`src/rtl/fcc_pkg.sv`:
```
package fcc_pkg;
  localparam int OP_W   = 3;
  localparam int FREQ_W = 4;
  localparam int VID_W  = 7;
  localparam int CTRL_W = OP_W + 1 + FREQ_W + 1 + VID_W;
  localparam int START_BIT = CTRL_W - OP_W - 1;

  typedef enum logic [OP_W-1:0] {
    OP_CLK_OFF  = 3'd0,
    OP_CLK_ON   = 3'd1,
    OP_SET_FREQ = 3'd2,
    OP_SET_VID  = 3'd3,
    OP_REG_OFF  = 3'd4,
    OP_REG_ON   = 3'd5,
    OP_RSV6     = 3'd6,
    OP_RSV7     = 3'd7
  } fcc_op_e;

  typedef struct packed {
    fcc_op_e            op;
    logic [FREQ_W-1:0]  freq;
    logic               mode;
    logic [VID_W-1:0]   vid;
  } fcc_fields_t;
endpackage

```
`src/rtl/fcc_ctrl_reg.sv`:
```
module fcc_ctrl_reg
  import fcc_pkg::*;
(
  input  logic              clk,
  input  logic              rst_n,
  input  logic              wr_en_i,
  input  logic [CTRL_W-1:0] wr_data_i,
  input  logic              rd_en_i,
  input  logic              busy_i,
  output fcc_fields_t       fields_o,
  output fcc_op_e           last_op_o,
  output logic              launch_o,
  output logic              rej_o,
  output logic              ill_o
);
  fcc_fields_t wr_fields;
  logic        wr_start;
  logic        op_bad;
  logic        accept;
  logic        rej_set, ill_set;
  fcc_fields_t fld_q;
  fcc_op_e     last_q;
  logic        rej_q, ill_q;

  always_comb begin
    wr_fields.op   = fcc_op_e'(wr_data_i[CTRL_W-1 -: OP_W]);
    wr_fields.freq = wr_data_i[START_BIT-1 -: FREQ_W];
    wr_fields.mode = wr_data_i[VID_W];
    wr_fields.vid  = wr_data_i[VID_W-1:0];
    wr_start       = wr_data_i[START_BIT];
    op_bad         = (wr_fields.op == OP_RSV6) || (wr_fields.op == OP_RSV7);
    accept         = wr_en_i && !busy_i;
    launch_o       = accept && wr_start && !op_bad;
    ill_set        = accept && wr_start && op_bad;
    rej_set        = wr_en_i && wr_start && busy_i;
  end

  always_ff @(posedge clk) begin
    if (!rst_n) begin
      fld_q  <= '0;
      last_q <= OP_CLK_OFF;
      rej_q  <= 1'b0;
      ill_q  <= 1'b0;
    end else begin
      if (accept) fld_q <= wr_fields;
      if (accept && wr_start) last_q <= wr_fields.op;
      rej_q <= rej_set | (rej_q & ~rd_en_i);
      ill_q <= ill_set | (ill_q & ~rd_en_i);
    end
  end

  assign fields_o  = fld_q;
  assign last_op_o = last_q;
  assign rej_o     = rej_q;
  assign ill_o     = ill_q;

  p_fields_hold_busy_r8: assert property (@(posedge clk) disable iff (!rst_n)
    busy_i |=> (fld_q == $past(fld_q)));
  p_reject_flags_r8: assert property (@(posedge clk) disable iff (!rst_n)
    (wr_en_i && wr_start && busy_i) |=> rej_q);
  p_read_clears_r9: assert property (@(posedge clk) disable iff (!rst_n)
    (rd_en_i && !(wr_en_i && wr_start)) |=> (!rej_q && !ill_q));
endmodule

```
`src/rtl/fcc_timer.sv`:
```
module fcc_timer #(
  parameter int DLY_W = 8
) (
  input  logic             clk,
  input  logic             rst_n,
  input  logic             launch_i,
  input  logic [DLY_W-1:0] delay_i,
  output logic             busy_o,
  output logic             done_o
);
  logic             busy_q;
  logic [DLY_W-1:0] cnt_q;

  always_ff @(posedge clk) begin
    if (!rst_n) begin
      busy_q <= 1'b0;
      cnt_q  <= '0;
    end else if (launch_i) begin
      busy_q <= 1'b1;
      cnt_q  <= delay_i;
    end else if (busy_q) begin
      if (cnt_q == '0) busy_q <= 1'b0;
      else             cnt_q  <= cnt_q - 1'b1;
    end
  end

  assign busy_o = busy_q;
  assign done_o = busy_q && (cnt_q == '0);

  p_launch_sets_busy_r3: assert property (@(posedge clk) disable iff (!rst_n)
    launch_i |=> busy_o);
  p_no_launch_in_flight_r8: assert property (@(posedge clk) disable iff (!rst_n)
    launch_i |-> !busy_q);
  p_done_ends_busy_r3: assert property (@(posedge clk) disable iff (!rst_n)
    done_o |=> !busy_o);
endmodule

```
`src/rtl/fcc_apply.sv`:
```
module fcc_apply
  import fcc_pkg::*;
(
  input  logic              clk,
  input  logic              rst_n,
  input  logic              done_i,
  input  fcc_fields_t       fields_i,
  input  logic [FREQ_W-1:0] start_level_i,
  output logic [FREQ_W-1:0] freq_o,
  output logic [VID_W-1:0]  vid_o,
  output logic              clk_on_o,
  output logic              reg_on_o
);
  logic [FREQ_W-1:0] freq_q;
  logic [VID_W-1:0]  vid_q;
  logic              clk_on_q, reg_on_q;

  always_ff @(posedge clk) begin
    if (!rst_n) begin
      freq_q   <= start_level_i;
      vid_q    <= '0;
      clk_on_q <= 1'b1;
      reg_on_q <= 1'b1;
    end else if (done_i) begin
      case (fields_i.op)
        OP_CLK_OFF:  clk_on_q <= 1'b0;
        OP_CLK_ON:   clk_on_q <= 1'b1;
        OP_SET_FREQ: freq_q   <= fields_i.freq;
        OP_SET_VID:  vid_q    <= fields_i.vid;
        OP_REG_OFF:  reg_on_q <= 1'b0;
        OP_REG_ON:   reg_on_q <= 1'b1;
        default: ;
      endcase
    end
  end

  assign freq_o   = freq_q;
  assign vid_o    = vid_q;
  assign clk_on_o = clk_on_q;
  assign reg_on_o = reg_on_q;

  p_freq_only_on_done_r4: assert property (@(posedge clk) disable iff (!rst_n)
    !done_i |=> $stable(freq_q));
  p_vid_only_on_done_r5: assert property (@(posedge clk) disable iff (!rst_n)
    !done_i |=> $stable(vid_q));
endmodule

```
`src/rtl/freq_cmd_ctrl.sv`:
```
module freq_cmd_ctrl
  import fcc_pkg::*;
#(
  parameter int DLY_W = 8
) (
  input  logic              clk,
  input  logic              rst_n,
  input  logic [FREQ_W-1:0] start_level,
  input  logic [DLY_W-1:0]  cmd_delay,
  input  logic              wr_en,
  input  logic [CTRL_W-1:0] wr_data,
  input  logic              rd_en,
  output logic [CTRL_W-1:0] ctrl_rd,
  output logic              busy,
  output logic [FREQ_W-1:0] cur_freq,
  output logic [VID_W-1:0]  cur_vid,
  output logic              render_clk_on,
  output logic              regulator_on,
  output logic              flag_rejected,
  output logic              flag_illegal
);
  fcc_fields_t fields;
  fcc_op_e     last_op;
  logic        launch, done;

  fcc_ctrl_reg u_reg (
    .clk(clk), .rst_n(rst_n), .wr_en_i(wr_en), .wr_data_i(wr_data),
    .rd_en_i(rd_en), .busy_i(busy), .fields_o(fields), .last_op_o(last_op),
    .launch_o(launch), .rej_o(flag_rejected), .ill_o(flag_illegal)
  );

  fcc_timer #(.DLY_W(DLY_W)) u_tmr (
    .clk(clk), .rst_n(rst_n), .launch_i(launch), .delay_i(cmd_delay),
    .busy_o(busy), .done_o(done)
  );

  fcc_apply u_app (
    .clk(clk), .rst_n(rst_n), .done_i(done), .fields_i(fields),
    .start_level_i(start_level), .freq_o(cur_freq), .vid_o(cur_vid),
    .clk_on_o(render_clk_on), .reg_on_o(regulator_on)
  );

  assign ctrl_rd = {last_op, busy, fields.freq, fields.mode, fields.vid};

  p_illegal_stays_idle_r10: assert property (@(posedge clk) disable iff (!rst_n)
    (wr_en && wr_data[START_BIT] && !busy && (wr_data[CTRL_W-1 -: OP_W] >= 3'd6))
    |=> (!busy && flag_illegal && $stable(cur_freq) && $stable(render_clk_on)));
endmodule

```
`config.mk`:
```
export PLATFORM = sky130hd
export DESIGN_NAME = freq_cmd_ctrl
export DESIGN_NICKNAME = d
export VERILOG_FILES = /design/src/rtl/fcc_pkg.sv /design/src/rtl/fcc_ctrl_reg.sv /design/src/rtl/fcc_timer.sv /design/src/rtl/fcc_apply.sv /design/src/rtl/freq_cmd_ctrl.sv
export SDC_FILE = /design/constraint.sdc
export NUM_CORES = 1
export LEC_CHECK = 0
export BUFFER_PORTS_ARGS = -buffer_cell sky130_fd_sc_hd__buf_4
export CAP_MARGIN = 20
export CORE_ASPECT_RATIO = 0.8
export CORE_UTILIZATION = 40
export CTS_BUF_LIST = sky130_fd_sc_hd__clkbuf_8
export DETAILED_ROUTE_END_ITERATION = 6
export HOLD_SLACK_MARGIN = 0.15
export PLACE_DENSITY = 0.68
export SKIP_LAST_GASP = 1
export SLEW_MARGIN = 15
export SYNTH_ARGS = -nofsm -noshare
export SYNTH_HDL_FRONTEND = slang
export SYNTH_SLANG_ARGS = --single-unit
```
`constraint.sdc`:
```
create_clock -name clk -period 5.26 [get_ports clk]
set_input_delay 0.526 -clock clk [delete_from_list [all_inputs] [get_ports clk]]
set_output_delay 0.526 -clock clk [all_outputs]
set_load 0.02 [all_outputs]
```
Word level (Yosys, flattened, before mapping)
Cells that the tools add are included.

Flip-flop bits (word level): 42. Word-level logic and storage cells: 60. Output and inout bits: 32. Bits of input ports: 32.

$add $sub $neg: 1. Reductions and logical operators: 20. Bitwise logic cells: 5. Muxes and demuxes: 11. Eq/ne operators: 10.

Operators by type and width (count): 8-bit 2-to-1 mux (3); 3-bit equality test, second input constant (4); 4-bit 2-to-1 mux (3); 2-bit AND reduction (5); 8-bit zero test (1); 8-bit by 1-bit subtractor with 8-bit output, second input constant (1); 1-bit logical AND (7); 3-bit by 2-bit equality test with 1-bit output, second input constant (2); 2-bit nonzero test (3); 2-bit by 1-bit != test with 1-bit output, second input constant (2); 1-bit case mux with 2 select lines (2); 3-bit by 1-bit equality test with 1-bit output, second input constant (1); 3-bit zero test (1); 1-bit 2-to-1 mux (3); 1-bit bitwise AND (2); 1-bit zero test (2); 2-bit != test, second input constant (1); 1-bit OR (2); 1-bit logical OR (1); 1-bit NOT (1).

Longest topological paths before layout
Gate-level depths: netlist (run 1).

Word-level depth: 6. Gate-level depth with buffers: 7. Depth with buffers taken out: 6.

Hierarchy
Synthesis (run 1) repeated with hierarchy kept, for this count alone.

Cells, all modules: 202. Area, all modules: 1849.3 sq um.

Modules (own cells, without submodules): fcc_ctrl_reg (seq. area each 400.4 sq um, cells an instance 88, instances 1, area each 750.7 sq um); fcc_apply (seq. area each 300.3 sq um, cells an instance 51, instances 1, area each 565.5 sq um); fcc_timer (seq. area each 180.2 sq um, cells an instance 62, instances 1, area each 525.5 sq um); freq_cmd_ctrl (seq. area each 0.0 sq um, cells an instance 1, instances 1, area each 7.5 sq um).

Least setup slack after synthesis (run 1)
OpenSTA, ideal clock, no wires.

Path kind: reg2reg. From: register u_tmr.busy_q (netlist: u_tmr.busy_o). To: register u_app.freq_q[0] (netlist: u_app.freq_o[0]), enable pin. Path slack: 3.378 ns. Buffers on the path: 0. Library setup time: 0.379 ns. Required time: 4.881 ns. Clock period less this slack: 1.882 ns. Stages on the path, launching flop included: 4. Data arrival time: 1.503 ns. Cells stage by stage: dfxtp_1 nor2b_1 nand3_1 o41ai_1.

Longest elaborated chain between the ends: 3.

Ends and longest elaborated chain: start: declaration (line fcc_timer.sv:11) `logic busy_q;`; start signal: assignment (line fcc_timer.sv:16) `busy_q <= 1'b0;`; start signal: assignment (line fcc_timer.sv:19) `busy_q <= 1'b1;`; start signal: assignment (line fcc_timer.sv:22) `if (cnt_q == '0) busy_q <= 1'b0;`; 1-bit logical AND (line fcc_timer.sv:28) `assign done_o = busy_q && (cnt_q == '0);`; 2-bit by 1-bit != test with 1-bit output (no line); 2-bit AND reduction (no line); end signal: assignment (line fcc_apply.sv:20) `freq_q <= start_level_i;`; end signal: assignment (line fcc_apply.sv:28) `OP_SET_FREQ: freq_q <= fields_i.freq;`; end: declaration (line fcc_apply.sv:14) `logic [FREQ_W-1:0] freq_q;`.

Every way passes these cells. A chain may end at the register's enable or synchronous reset.

Worst setup path after layout (run 1)
From: register u_tmr.cnt_q[0]. To: register u_app.freq_q[3] (netlist: u_app.freq_o[3]), enable pin.

Longest elaborated chain between the ends: 4.

Ends and longest elaborated chain: start: declaration (line fcc_timer.sv:12) `logic [DLY_W-1:0] cnt_q;`; start signal: assignment (line fcc_timer.sv:20) `cnt_q <= delay_i;`; start signal: assignment (line fcc_timer.sv:23) `else cnt_q <= cnt_q - 1'b1;`; 8-bit zero test (line fcc_timer.sv:28); 1-bit logical AND (line fcc_timer.sv:28); 2-bit by 1-bit != test with 1-bit output (no line); 2-bit AND reduction (no line).

Every way passes these cells.

==> results.sh, run 1 <==
export IMPL_status="complete, no violations"
export IMPL_root_buffer="clkbuf_8"
export IMPL_insertion_delay_ns=0.29
export IMPL_post_route_drc_count=0
export IMPL_cts_tree="yes"
export IMPL_cts_buffers=5
export IMPL_path_clk_slew_ns=0.08
export IMPL_die_w_um=78.76
export IMPL_hold_viol=0
export IMPL_tightestPinTransition_ns=0.8296
export IMPL_relSlewSlack_pct=43.97
export IMPL_fin_skew_ns=0.002211
export IMPL_die_y_um=63.41
export IMPL_end_kind="register"
export IMPL_grt_pass1_wl_um=6658
export IMPL_place_gp_congestion=0.7851
export IMPL_dieArea_um2=4994
export IMPL_cp_required_ns=5.19
export IMPL_syn_nets=247
export IMPL_hpwl_um=2797
export IMPL_crit_path_start_kind="register"
export IMPL_nNetsFinal=294
export IMPL_rsz0062_at_grt="false"
export IMPL_initial_core_util_pct=43.23
export IMPL_cp_max_fo=5
export IMPL_n_antenna_cell=0
export IMPL_setup_viol=0
export IMPL_synth_edf_count=4
export IMPL_p_per_area_nw_per_um2=308.8
export IMPL_routedWlPerCell_um=12.48
export IMPL_postPlaceCellArea_um2=2298
export IMPL_n_fill_cell=429
export IMPL_grtUsageTotal_pct=17.03
export IMPL_grt_pass1_vias=1424
export IMPL_ctsResizeCount=0
export IMPL_drive_gt1_share_pct=30.27
export IMPL_postCtsHoldBufs=0
export IMPL_synthToLayoutAreaGrowth_pct=27.74
export IMPL_routed_wl_um=3970
export IMPL_grt_max_degree=53
export IMPL_hold_path_class="register to register"
export IMPL_synthArstFlopShare_pct=0
export IMPL_min_period_ns=2.115
export IMPL_synthesis_area_um2=1886
export IMPL_final_cell_area_um2=2409
export IMPL_io_pins=64
export IMPL_crit_type="register to register"
export IMPL_tns_ns=0
export IMPL_fp_row_count=21
export IMPL_via_count=1563
export IMPL_yosys_warnings=0
export IMPL_clock_fmax_mhz=472.8
export IMPL_drt_pass1_iter_count=4
export IMPL_synth_avg_cell_area_um2=8.852
export IMPL_max_cap_violations=0
export IMPL_ys_types=39
export IMPL_port_buffers=63
export IMPL_drv_slew=0
export IMPL_final_period_utilization_pct=40.21
export IMPL_final_core_util_pct=55.22
export IMPL_cp_data_arrival_time_ns=2.04
export IMPL_clkSinkCount=42
export IMPL_cellLeakagePower_nw=1.002
export IMPL_core_um2=4362
export IMPL_antenna_found_initial=0
export IMPL_ant_nets=0
export IMPL_drtIter0Drc=78
export IMPL_h_tree_depth=2
export IMPL_ir_worst_vdd_uv=138.3
export IMPL_post_cts_setup_buffers=0
export IMPL_postSynthCellCount=213
export IMPL_ys_seq_elements=42
export IMPL_grt_overflow_total=0
export IMPL_ys_seq_area_share_pct=46.72
export IMPL_via_per_inst=4.915
export IMPL_synthFlopType="dfxtp_1"
export IMPL_cts_path_max_buffers=2
flip-flops by register name, indices dropped and copies added, names as in the netlist:
signal	count
u_reg.ill_o	1
u_app.reg_on_o	1
u_app.vid_o	7
u_app.clk_on_o	1
u_tmr.busy_o	1
u_reg.last_op_o	3
u_app.freq_o	4
u_tmr.cnt_q	8
u_reg.rej_o	1
u_reg.fields_o	15
cell type report:
class                   instances  area, µm²  area share, %
well taps                      57      71.32          2.961
repair buffers                 64      480.5          19.95
flip-flops and latches         42      880.8          36.57
clock inverters                 3      41.29          1.714
inverters                       5      18.77         0.7792
clock buffers                   5      68.82          2.857
multi-input cells             142      847.1          35.17
report_power, final:
| part | switching [mW] | total [mW] | internal, mW | leakage, nW |
|---|---|---|---|---|
| clock network | 0.112 | 0.251 | 0.140 | 0.0556 |
| logic | 0.0686 | 0.132 | 0.0634 | 0.595 |
| registers | 0.0178 | 0.360 | 0.343 | 0.351 |
| total | 0.198 | 0.744 | 0.546 | 1.00 |
placed cells by master, fill, tap and decap left out, types with 2 or more instances in the layout:
cell / n
xor2_1: 2
mux2i_1: 3
nand2_1: 44
a21oi_1: 6
nor2b_1: 6
nor3_1: 2
edfxtp_1: 4
xnor2_1: 2
a31oi_1: 2
o31ai_1: 2
nor2_1: 2
ha_1: 2
clkbuf_8: 5
a21boi_0: 17
mux2_2: 4
nand4_1: 2
dfxtp_1: 38
buf_4: 64
o21ai_0: 16
inv_1: 6
nand3_1: 11
o211ai_1: 2
metal layers:
metal	track usage, %	up-vias	part of all wire [%]
met4	6.944	0	1.3
met1	23.03	702	51
met2	24.67	41	41
met5	0	-	0
met3	5.652	7	6.5
li1	-	813	-
cells in the mapped netlist (2+ instances only):
cell type   n  area (µm²)
buf_4      13       97.59
o31ai_1     2       15.01
o211ai_1    2       15.01
clkbuf_1   11       41.29
nand2_1    44       165.2
mux2_2      4       45.04
a21boi_0   17       127.6
a31oi_1     2       12.51
nor2b_1     6       37.54
dfxtp_1    38       760.7
inv_1       5       18.77
edfxtp_1    4       120.1
xnor2_1     2       17.52
mux2i_1     3       30.03
a21oi_1     6       30.03
nor3_1      2       10.01
o21ai_0    16       80.08
xor2_1      2       17.52
nand4_1     2       12.51
nand3_1    11       55.05
ha_1        2       25.02
nor2_1      2       7.510
worst max-delay path, stage by stage, from the launching register on:
cell and delay [ns]:
dfxtp_1 0.33, inv_1 0.11, ha_1 0.18, nor2b_1 0.23
nand3_1 0.18, o41ai_1 0.72
logic make-up after synthesis:
family / synth area share, %
xor+xnor: 1.858
simple gates: 20.11
flops: 46.72
buf+inv: 8.361
mux: 3.981
compound gates: 17.65
fa+ha+maj: 1.327
through the flow:
step                      instances  setup WS (ns)  hold slack [ns]  power [mW]
after CTS                       318          3.124           0.4802      0.7501
final                           318          3.145           0.4721      0.7437
after global placement          310          3.210           0.4543      0.4992
after global routing            318          2.875           0.4818      0.7791
after floorplan                 213          3.378           0.4439      0.4562
after detailed placement        310          3.147           0.4625      0.4997
final timing paths:
path	startpoint	endpoint	slack (ns)	cells after the start
max	u_tmr.cnt_q[0]	u_app.freq_o[3]	3.15	5
min	u_reg.fields_o[5]	u_app.vid_o[5]	0.47	2
max reg2reg	u_tmr.cnt_q[0]	u_app.freq_o[3]	3.15	5
min reg2reg	u_reg.fields_o[5]	u_app.vid_o[5]	0.47	2
No activity file was read; power rests on OpenSTA's default activity.
==> run 2, diff against run 1 <==
--- a/config.mk
+++ b/config.mk
@@ -12,7 +12,7 @@
 export CTS_BUF_LIST = sky130_fd_sc_hd__clkbuf_8
 export DETAILED_ROUTE_END_ITERATION = 6
 export HOLD_SLACK_MARGIN = 0.15
-export PLACE_DENSITY = 0.68
+export PLACE_DENSITY = 0.7
 export SKIP_LAST_GASP = 1
 export SLEW_MARGIN = 15
 export SYNTH_ARGS = -nofsm -noshare
==> constraint.sdc (replaced) <==
create_clock -name clk -period 1.9 [get_ports clk]
set_input_delay 0.19 -clock clk [delete_from_list [all_inputs] [get_ports clk]]
set_output_delay 0.19 -clock clk [all_outputs]
set_load 0.02 [all_outputs]
==> run 2 against run 1 <==
Net effect: power rose to 2.7 times the previous value; sequential power rose to 2.8 times the previous value; via count rose by 3.0%; final area rose by 2.1%; global-route usage fell by 0.24 points; setup slack got worse by 3.0 ns; sequential share of layout area fell by 0.74 points; wire length fell by 0.30%; die area did not move; sequential cell count did not move; critical path depth rose by 1; largest cell class unchanged.
==> results.sh, run 2 (synthesis results as in run 1) <==
export IMPL_tightestPinTransition_ns=0.5510
export IMPL_clkSinkCount=42
export IMPL_place_gp_congestion=0.8241
export IMPL_ant_nets=0
export IMPL_routedWlPerCell_um=12.18
export IMPL_die_y_um=63.41
export IMPL_dieArea_um2=4994
export IMPL_drv_slew=0
export IMPL_final_cell_mix="buf_4, nand2_1, dfxtp_1"
export IMPL_hold_end="u_reg.fields_o[0]"
export IMPL_port_buffers=63
export IMPL_ir_worst_vdd_uv=444.5
export IMPL_io_pins=64
export IMPL_layout_cells_most_common="buf_4"
export IMPL_post_cts_setup_buffers=0
export IMPL_cp_max_fo=5
export IMPL_drive_gt1_share_pct=32.84
export IMPL_setup_viol=0
export IMPL_r2r_start="u_tmr.cnt_q[0]"
export IMPL_synthToLayoutAreaGrowth_pct=30.39
export IMPL_grt_overflow_total=0
export IMPL_clock_fmax_mhz=579.6
export IMPL_n_fill_cell=419
export IMPL_final_cell_area_um2=2459
export IMPL_path_clk_slew_ns=0.08
export IMPL_status="complete, no violations"
export IMPL_hold_ws_ns=0.1508
export IMPL_cp_required_ns=1.91
export IMPL_hold_path_class="input port to register"
export IMPL_postPlaceCellArea_um2=2344
export IMPL_max_stage_delay_ns=0.33
export IMPL_tns_ns=0
export IMPL_via_count=1610
export IMPL_antenna_found_initial=0
export IMPL_core_um2=4362
export IMPL_hpwl_um=2812
export IMPL_reg2reg_to="u_app.freq_o[0]"
export IMPL_cts_buffers=5
export IMPL_h_tree_depth=2
export IMPL_cts_tree="yes"
export IMPL_n_antenna_cell=0
export IMPL_multiInputGateArea_um2=857.1
export IMPL_regToRegSetupSlack_ns=0.17
export IMPL_cp_data_arrival_time_ns=1.74
export IMPL_hold_viol=0
export IMPL_reg2reg_depth=6
export IMPL_crit_start="u_tmr.cnt_q[0]"
export IMPL_relSlewSlack_pct=63.16
export IMPL_p_per_area_nw_per_um2=806.5
export IMPL_drt_pass1_iter_count=4
export IMPL_die_w_um=78.76
export IMPL_min_period_ns=1.725
export IMPL_fin_skew_ns=0.002604
export IMPL_crit_path_start_kind="register"
export IMPL_min_path_cells=3
export IMPL_crit_type="register to register"
export IMPL_insertion_delay_ns=0.29
export IMPL_cellLeakagePower_nw=1.031
export IMPL_min_from="wr_data[0]"
export IMPL_largest_reg_flops=15
export IMPL_nNetsFinal=301
export IMPL_routed_wl_um=3958
export IMPL_grtUsageTotal_pct=16.78
export IMPL_post_route_drc_count=0
export IMPL_via_per_inst=4.954
export IMPL_path_buf_inv=2
export IMPL_final_period_utilization_pct=90.80
export IMPL_grt_pass1_vias=1462
export IMPL_cts_path_max_buffers=2
export IMPL_grt_max_degree=38
export IMPL_cp_top_family="simple AND/OR/NAND/NOR gates"
export IMPL_rsz0062_at_grt="false"
export IMPL_path_cells="inv_1 > ha_1 > nor2b_2 > nand3_1 > o41ai_2 > buf_4"
export IMPL_grt_pass1_wl_um=6596
export IMPL_initial_core_util_pct=43.23
export IMPL_max_cap_violations=0
export IMPL_end_kind="register"
export IMPL_fp_row_count=21
export IMPL_drtIter0Drc=75
export IMPL_seqCellArea_um2=880.8
export IMPL_cp_slowest_cell="dfxtp_1"
export IMPL_root_buffer="clkbuf_8"
-- run 2: worst max path at each step --
| stage | to | slack [ns] | cells after the start |
|---|---|---|---|
| after floorplan | u_app.freq_o[0] | 0.02 | 3 |
| after global placement | u_app.freq_o[2] | 0.16 | 6 |
| after detailed placement | u_app.freq_o[1] | 0.09 | 6 |
| after CTS | u_app.freq_o[3] | 0.06 | 6 |
| after global routing | u_app.freq_o[0] | 0.002 | 6 |
| final | u_app.freq_o[0] | 0.17 | 6 |
-- run 2: power by group --
part | total, mW | switching (mW) | internal [mW]
clock network | 0.600 | 0.308 | 0.292
registers | 0.994 | 0.0460 | 0.948
logic | 0.389 | 0.196 | 0.193
total | 1.98 | 0.549 | 1.43
-- run 2: stage by stage --
step / power (mW) / setup slack, ns / utilization [%] / cells
5_1_grt: 2.091 / 0.001640 / 56.37 / 325
3_3_place_gp: 1.397 / 0.1578 / 53.73 / 316
6_report: 1.983 / 0.1748 / 56.37 / 325
3_5_place_dp: 1.399 / 0.09096 / 53.73 / 316
4_1_cts: 1.993 / 0.05576 / 55.91 / 324
2_1_floorplan: 1.263 / 0.01769 / - / 213
-- run 2: what timing repair did --
action	CTS	global route
endpoints found under the setup margin	0	4
endpoints found under the hold margin	0	1
hold buffers	0	1
gates resized for setup	0	2
-- run 2: tightest hold or removal path, delay by kind of cell --
kind                   cells  cell delay (ns)
AOI/OAI and AO/OA          1             0.06
and+or+nand+nor            1             0.04
buffers and inverters      1             0.11
-- run 2: per-layer routing --
layer / vias up / routed length, µm / GRT usage [%]
met2: 39 / 1751 / 25.22
met3: 5 / 228 / 4.928
met1: 735 / 1941 / 22.84
li1: 831 / - / -
met5: - / 0 / 0
met4: 0 / 37 / 5.556
-- run 2: final cells by class --
type	instances	area share, %
flip-flops and latches	42	35.83
multi-input cells	142	34.86
repair buffers	71	21.78
clock buffers	6	3.359
well taps	57	2.901
inverters	5	0.7634
clock inverters	2	0.5089
==> run 3, diff against run 2 <==
--- a/config.mk
+++ b/config.mk
@@ -12,9 +12,10 @@
 export CTS_BUF_LIST = sky130_fd_sc_hd__clkbuf_8
 export DETAILED_ROUTE_END_ITERATION = 6
 export HOLD_SLACK_MARGIN = 0.15
-export PLACE_DENSITY = 0.7
+export PLACE_DENSITY = 0.71
 export SKIP_LAST_GASP = 1
 export SLEW_MARGIN = 15
 export SYNTH_ARGS = -nofsm -noshare
 export SYNTH_HDL_FRONTEND = slang
+export SYNTH_HIERARCHICAL = 1
 export SYNTH_SLANG_ARGS = --single-unit
==> run 3 against run 2 <==
Net effect: register-to-register slack is essentially flat; die area shrank 1.9%; count of clock-buffer cells in the layout shrank 1; synthesized cell count shrank 5.2%; final area grew 7.4%; global-route usage grew 2.2 points; hold slack gained 0.014 ns; sequential power is essentially flat; critical endpoint is now u_app/freq_o[1]; largest cell class is now multi-input gates.
==> results.sh, run 3 <==
export IMPL_via_count=1672
export IMPL_die_y_um=62.82
export IMPL_p_switching_uw=583.4
export IMPL_io_pins=64
export IMPL_setup_ws_ns=0.1692
export IMPL_core_um2=4309
export IMPL_total_power_mw=2.008
export IMPL_grt_pass1_vias=1601
export IMPL_seqCellArea_um2=880.8
export IMPL_antenna_found_initial=0
export IMPL_drt_pass1_iter_count=4
export IMPL_clkSinkCount=42
export IMPL_path_clk_slew_ns=0.09
export IMPL_cts_buffers=5
export IMPL_drtIter0Drc=49
export IMPL_ant_nets=0
export IMPL_dieArea_um2=4901
export IMPL_setup_viol=0
export IMPL_grt_use_met3_pct=7.591
export IMPL_ys_top_cells_by_count="nand2_1, dfxtp_1, a21boi_1, o21ai_0, mux2i_1"
export IMPL_layout_cells_most_common="buf_4"
export IMPL_n_antenna_cell=0
export IMPL_ys_seq_elements=42
export IMPL_crit_path_start_kind="register"
export IMPL_cellLeakagePower_nw=1.109
export IMPL_post_cts_setup_buffers=0
export IMPL_fp_row_count=21
export IMPL_multiInputGateArea_um2=902.1
export IMPL_dp_cells=320
export IMPL_syn_nets=236
export IMPL_hpwl_um=2951
export IMPL_port_buffers=63
export IMPL_instances_no_fill=342
export IMPL_yosys_warnings=6
export IMPL_clock_fmax_mhz=577.8
export IMPL_place_gp_congestion=0.7890
export IMPL_min_period_ns=1.731
export IMPL_h_tree_depth=2
export IMPL_p_sw_share_pct=29.06
export IMPL_grt_max_degree=38
export IMPL_insertion_delay_ns=0.30
export IMPL_post_route_drc_count=0
export IMPL_synth_area_top_cells="dfxtp_1, nand2_1, edfxtp_1"
export IMPL_initial_core_util_pct=42.92
export IMPL_seqPwrFrac_pct=49.7
export IMPL_yosysMostFrequentCell="nand2_1"
export IMPL_ys_seq_area_share_pct=47.63
export IMPL_postSynthCellCount=202
export IMPL_synthFlopType="dfxtp_1"
export IMPL_drv_slew=0
export IMPL_synthToLayoutAreaGrowth_pct=42.76
export IMPL_gr_usage_met2_pct=28.21
export IMPL_hold_path_class="input port to register"
export IMPL_final_cell_mix="buf_4, nand2_1, dfxtp_1"
export IMPL_synth_avg_cell_area_um2=9.155
export IMPL_p_per_area_nw_per_um2=760.4
export IMPL_synthesis_area_um2=1849
export IMPL_grt_util_met1_pct=25.27
export IMPL_comb_power_share_pct=20.4
export IMPL_final_period_utilization_pct=91.09
export IMPL_crit_type="register to register"
export IMPL_pre_cts_ws_ns=0.04213
export IMPL_status="complete, no violations"
export IMPL_tightestPinTransition_ns=0.3468
export IMPL_nNetsFinal=318
export IMPL_ir_worst_vdd_uv=371.8
export IMPL_end_kind="register"
export IMPL_cp_max_fo=4
export IMPL_die_w_um=78.02
export IMPL_grtUsageTotal_pct=18.98
export IMPL_root_buffer="clkbuf_8"
export IMPL_yosysTopAreaCell="dfxtp_1"
export IMPL_cts_path_max_buffers=2
export IMPL_max_cap_violations=0
export IMPL_cts_tree="yes"
export IMPL_ys_types=39
export IMPL_largest_reg_flops=15
export IMPL_hold_viol=0
export IMPL_grt_overflow_total=0
export IMPL_via_per_inst=4.889
export IMPL_routedWlPerCell_um=12.51
export IMPL_relSlewSlack_pct=76.88
export IMPL_cp_required_ns=1.90
export IMPL_p_int_mw=1.424
export IMPL_grt_pass1_wl_um=7265
export IMPL_routed_wl_um=4279
export IMPL_fin_skew_ns=0.01330
export IMPL_n_fill_cell=384
export IMPL_synthArstFlopShare_pct=0
export IMPL_cp_data_arrival_time_ns=1.73
export IMPL_top_usage_layer="met2"
export IMPL_synth_top_area_share_pct=41.14
export IMPL_synth_edf_count=4
export IMPL_drive_gt1_share_pct=31.58
export IMPL_p_clk_share_pct=30.0
[run 3: what timing repair did]
item / 4_1_cts / 5_1_grt
hold buffers: 14 / 0
hold endpoints to repair: 15 / 0
endpoints found under the setup margin: 0 / 11
gates resized for setup: 0 / 2
[run 3: logic make-up (layout without fill, tap and decap cells)]
group	count (synthesis)	count (layout)	synth area share [%]
multiplexers	14	14	7.848
AND/OR/NAND/NOR	83	83	22.53
flip-flops	42	42	47.63
buffers and inverters	15	98	4.059
XOR/XNOR	4	4	1.894
AO/OA/AOI/OAI	42	42	14.68
adder cells (fa/ha/maj)	2	2	1.353
[run 3: path summary, 6_finish.rpt]
check | depth (start not counted) | from | end | slack [ns]
max | 6 | u_tmr/cnt_q[0] | u_app/freq_o[1] | 0.17
min | 4 | rd_en | u_reg/ill_o | 0.16
min reg2reg | 2 | u_app/vid_o[1] | u_app/vid_o[1] | 0.46
max reg2reg | 6 | u_tmr/cnt_q[0] | u_app/freq_o[1] | 0.17
[run 3: per-stage QoR]
stage | TNS, ns | util, % | area [µm²] | hold slack [ns]
5_1_grt | -0.001039 | 61.27 | 2640 | 0.1724
3_3_place_gp | 0 | 55.63 | 2397 | 0.4400
6_report | 0 | 61.27 | 2640 | 0.1644
3_5_place_dp | 0 | 55.63 | 2397 | 0.4491
4_1_cts | 0 | 61.06 | 2631 | 0.1626
2_1_floorplan | 0 | - | 1849 | 0.3248
[run 3: layout make-up]
cell class                 instances  share of cell area [%]
multi-input combinational        145                   34.17
sequential                        42                   33.36
timing repair buffer              85                   25.50
tap                               57                   2.701
clock buffer                       5                   2.607
clock inverter                     3                  0.9479
inverter                           5                  0.7109
[run 3: power by group through the flow]
| stage | Combinational (mW) | Clock [mW] | Sequential (mW) |
|---|---|---|---|
| after floorplan | 0.189 | 0 | 1.04 |
| after global placement | 0.378 | 0 | 1.01 |
| after detailed placement | 0.382 | 0 | 1.01 |
| after CTS | 0.406 | 0.613 | 0.995 |
| after global routing | 0.449 | 0.659 | 1.01 |
| final | 0.409 | 0.602 | 0.997 |
[run 3: metal layers]
layer	up-vias	wire, µm
met4	0	42
met1	766	2065
met5	-	0
met2	45	1855
met3	5	316
li1	856	-
[run 3: critical path: stages, from the launching register on]
cell and delay [ns]:
dfxtp_1 0.33, inv_1 0.12, ha_1 0.21, nor3b_2 0.20, and3_2 0.24, nand3b_1 0.09
o21ai_2 0.24
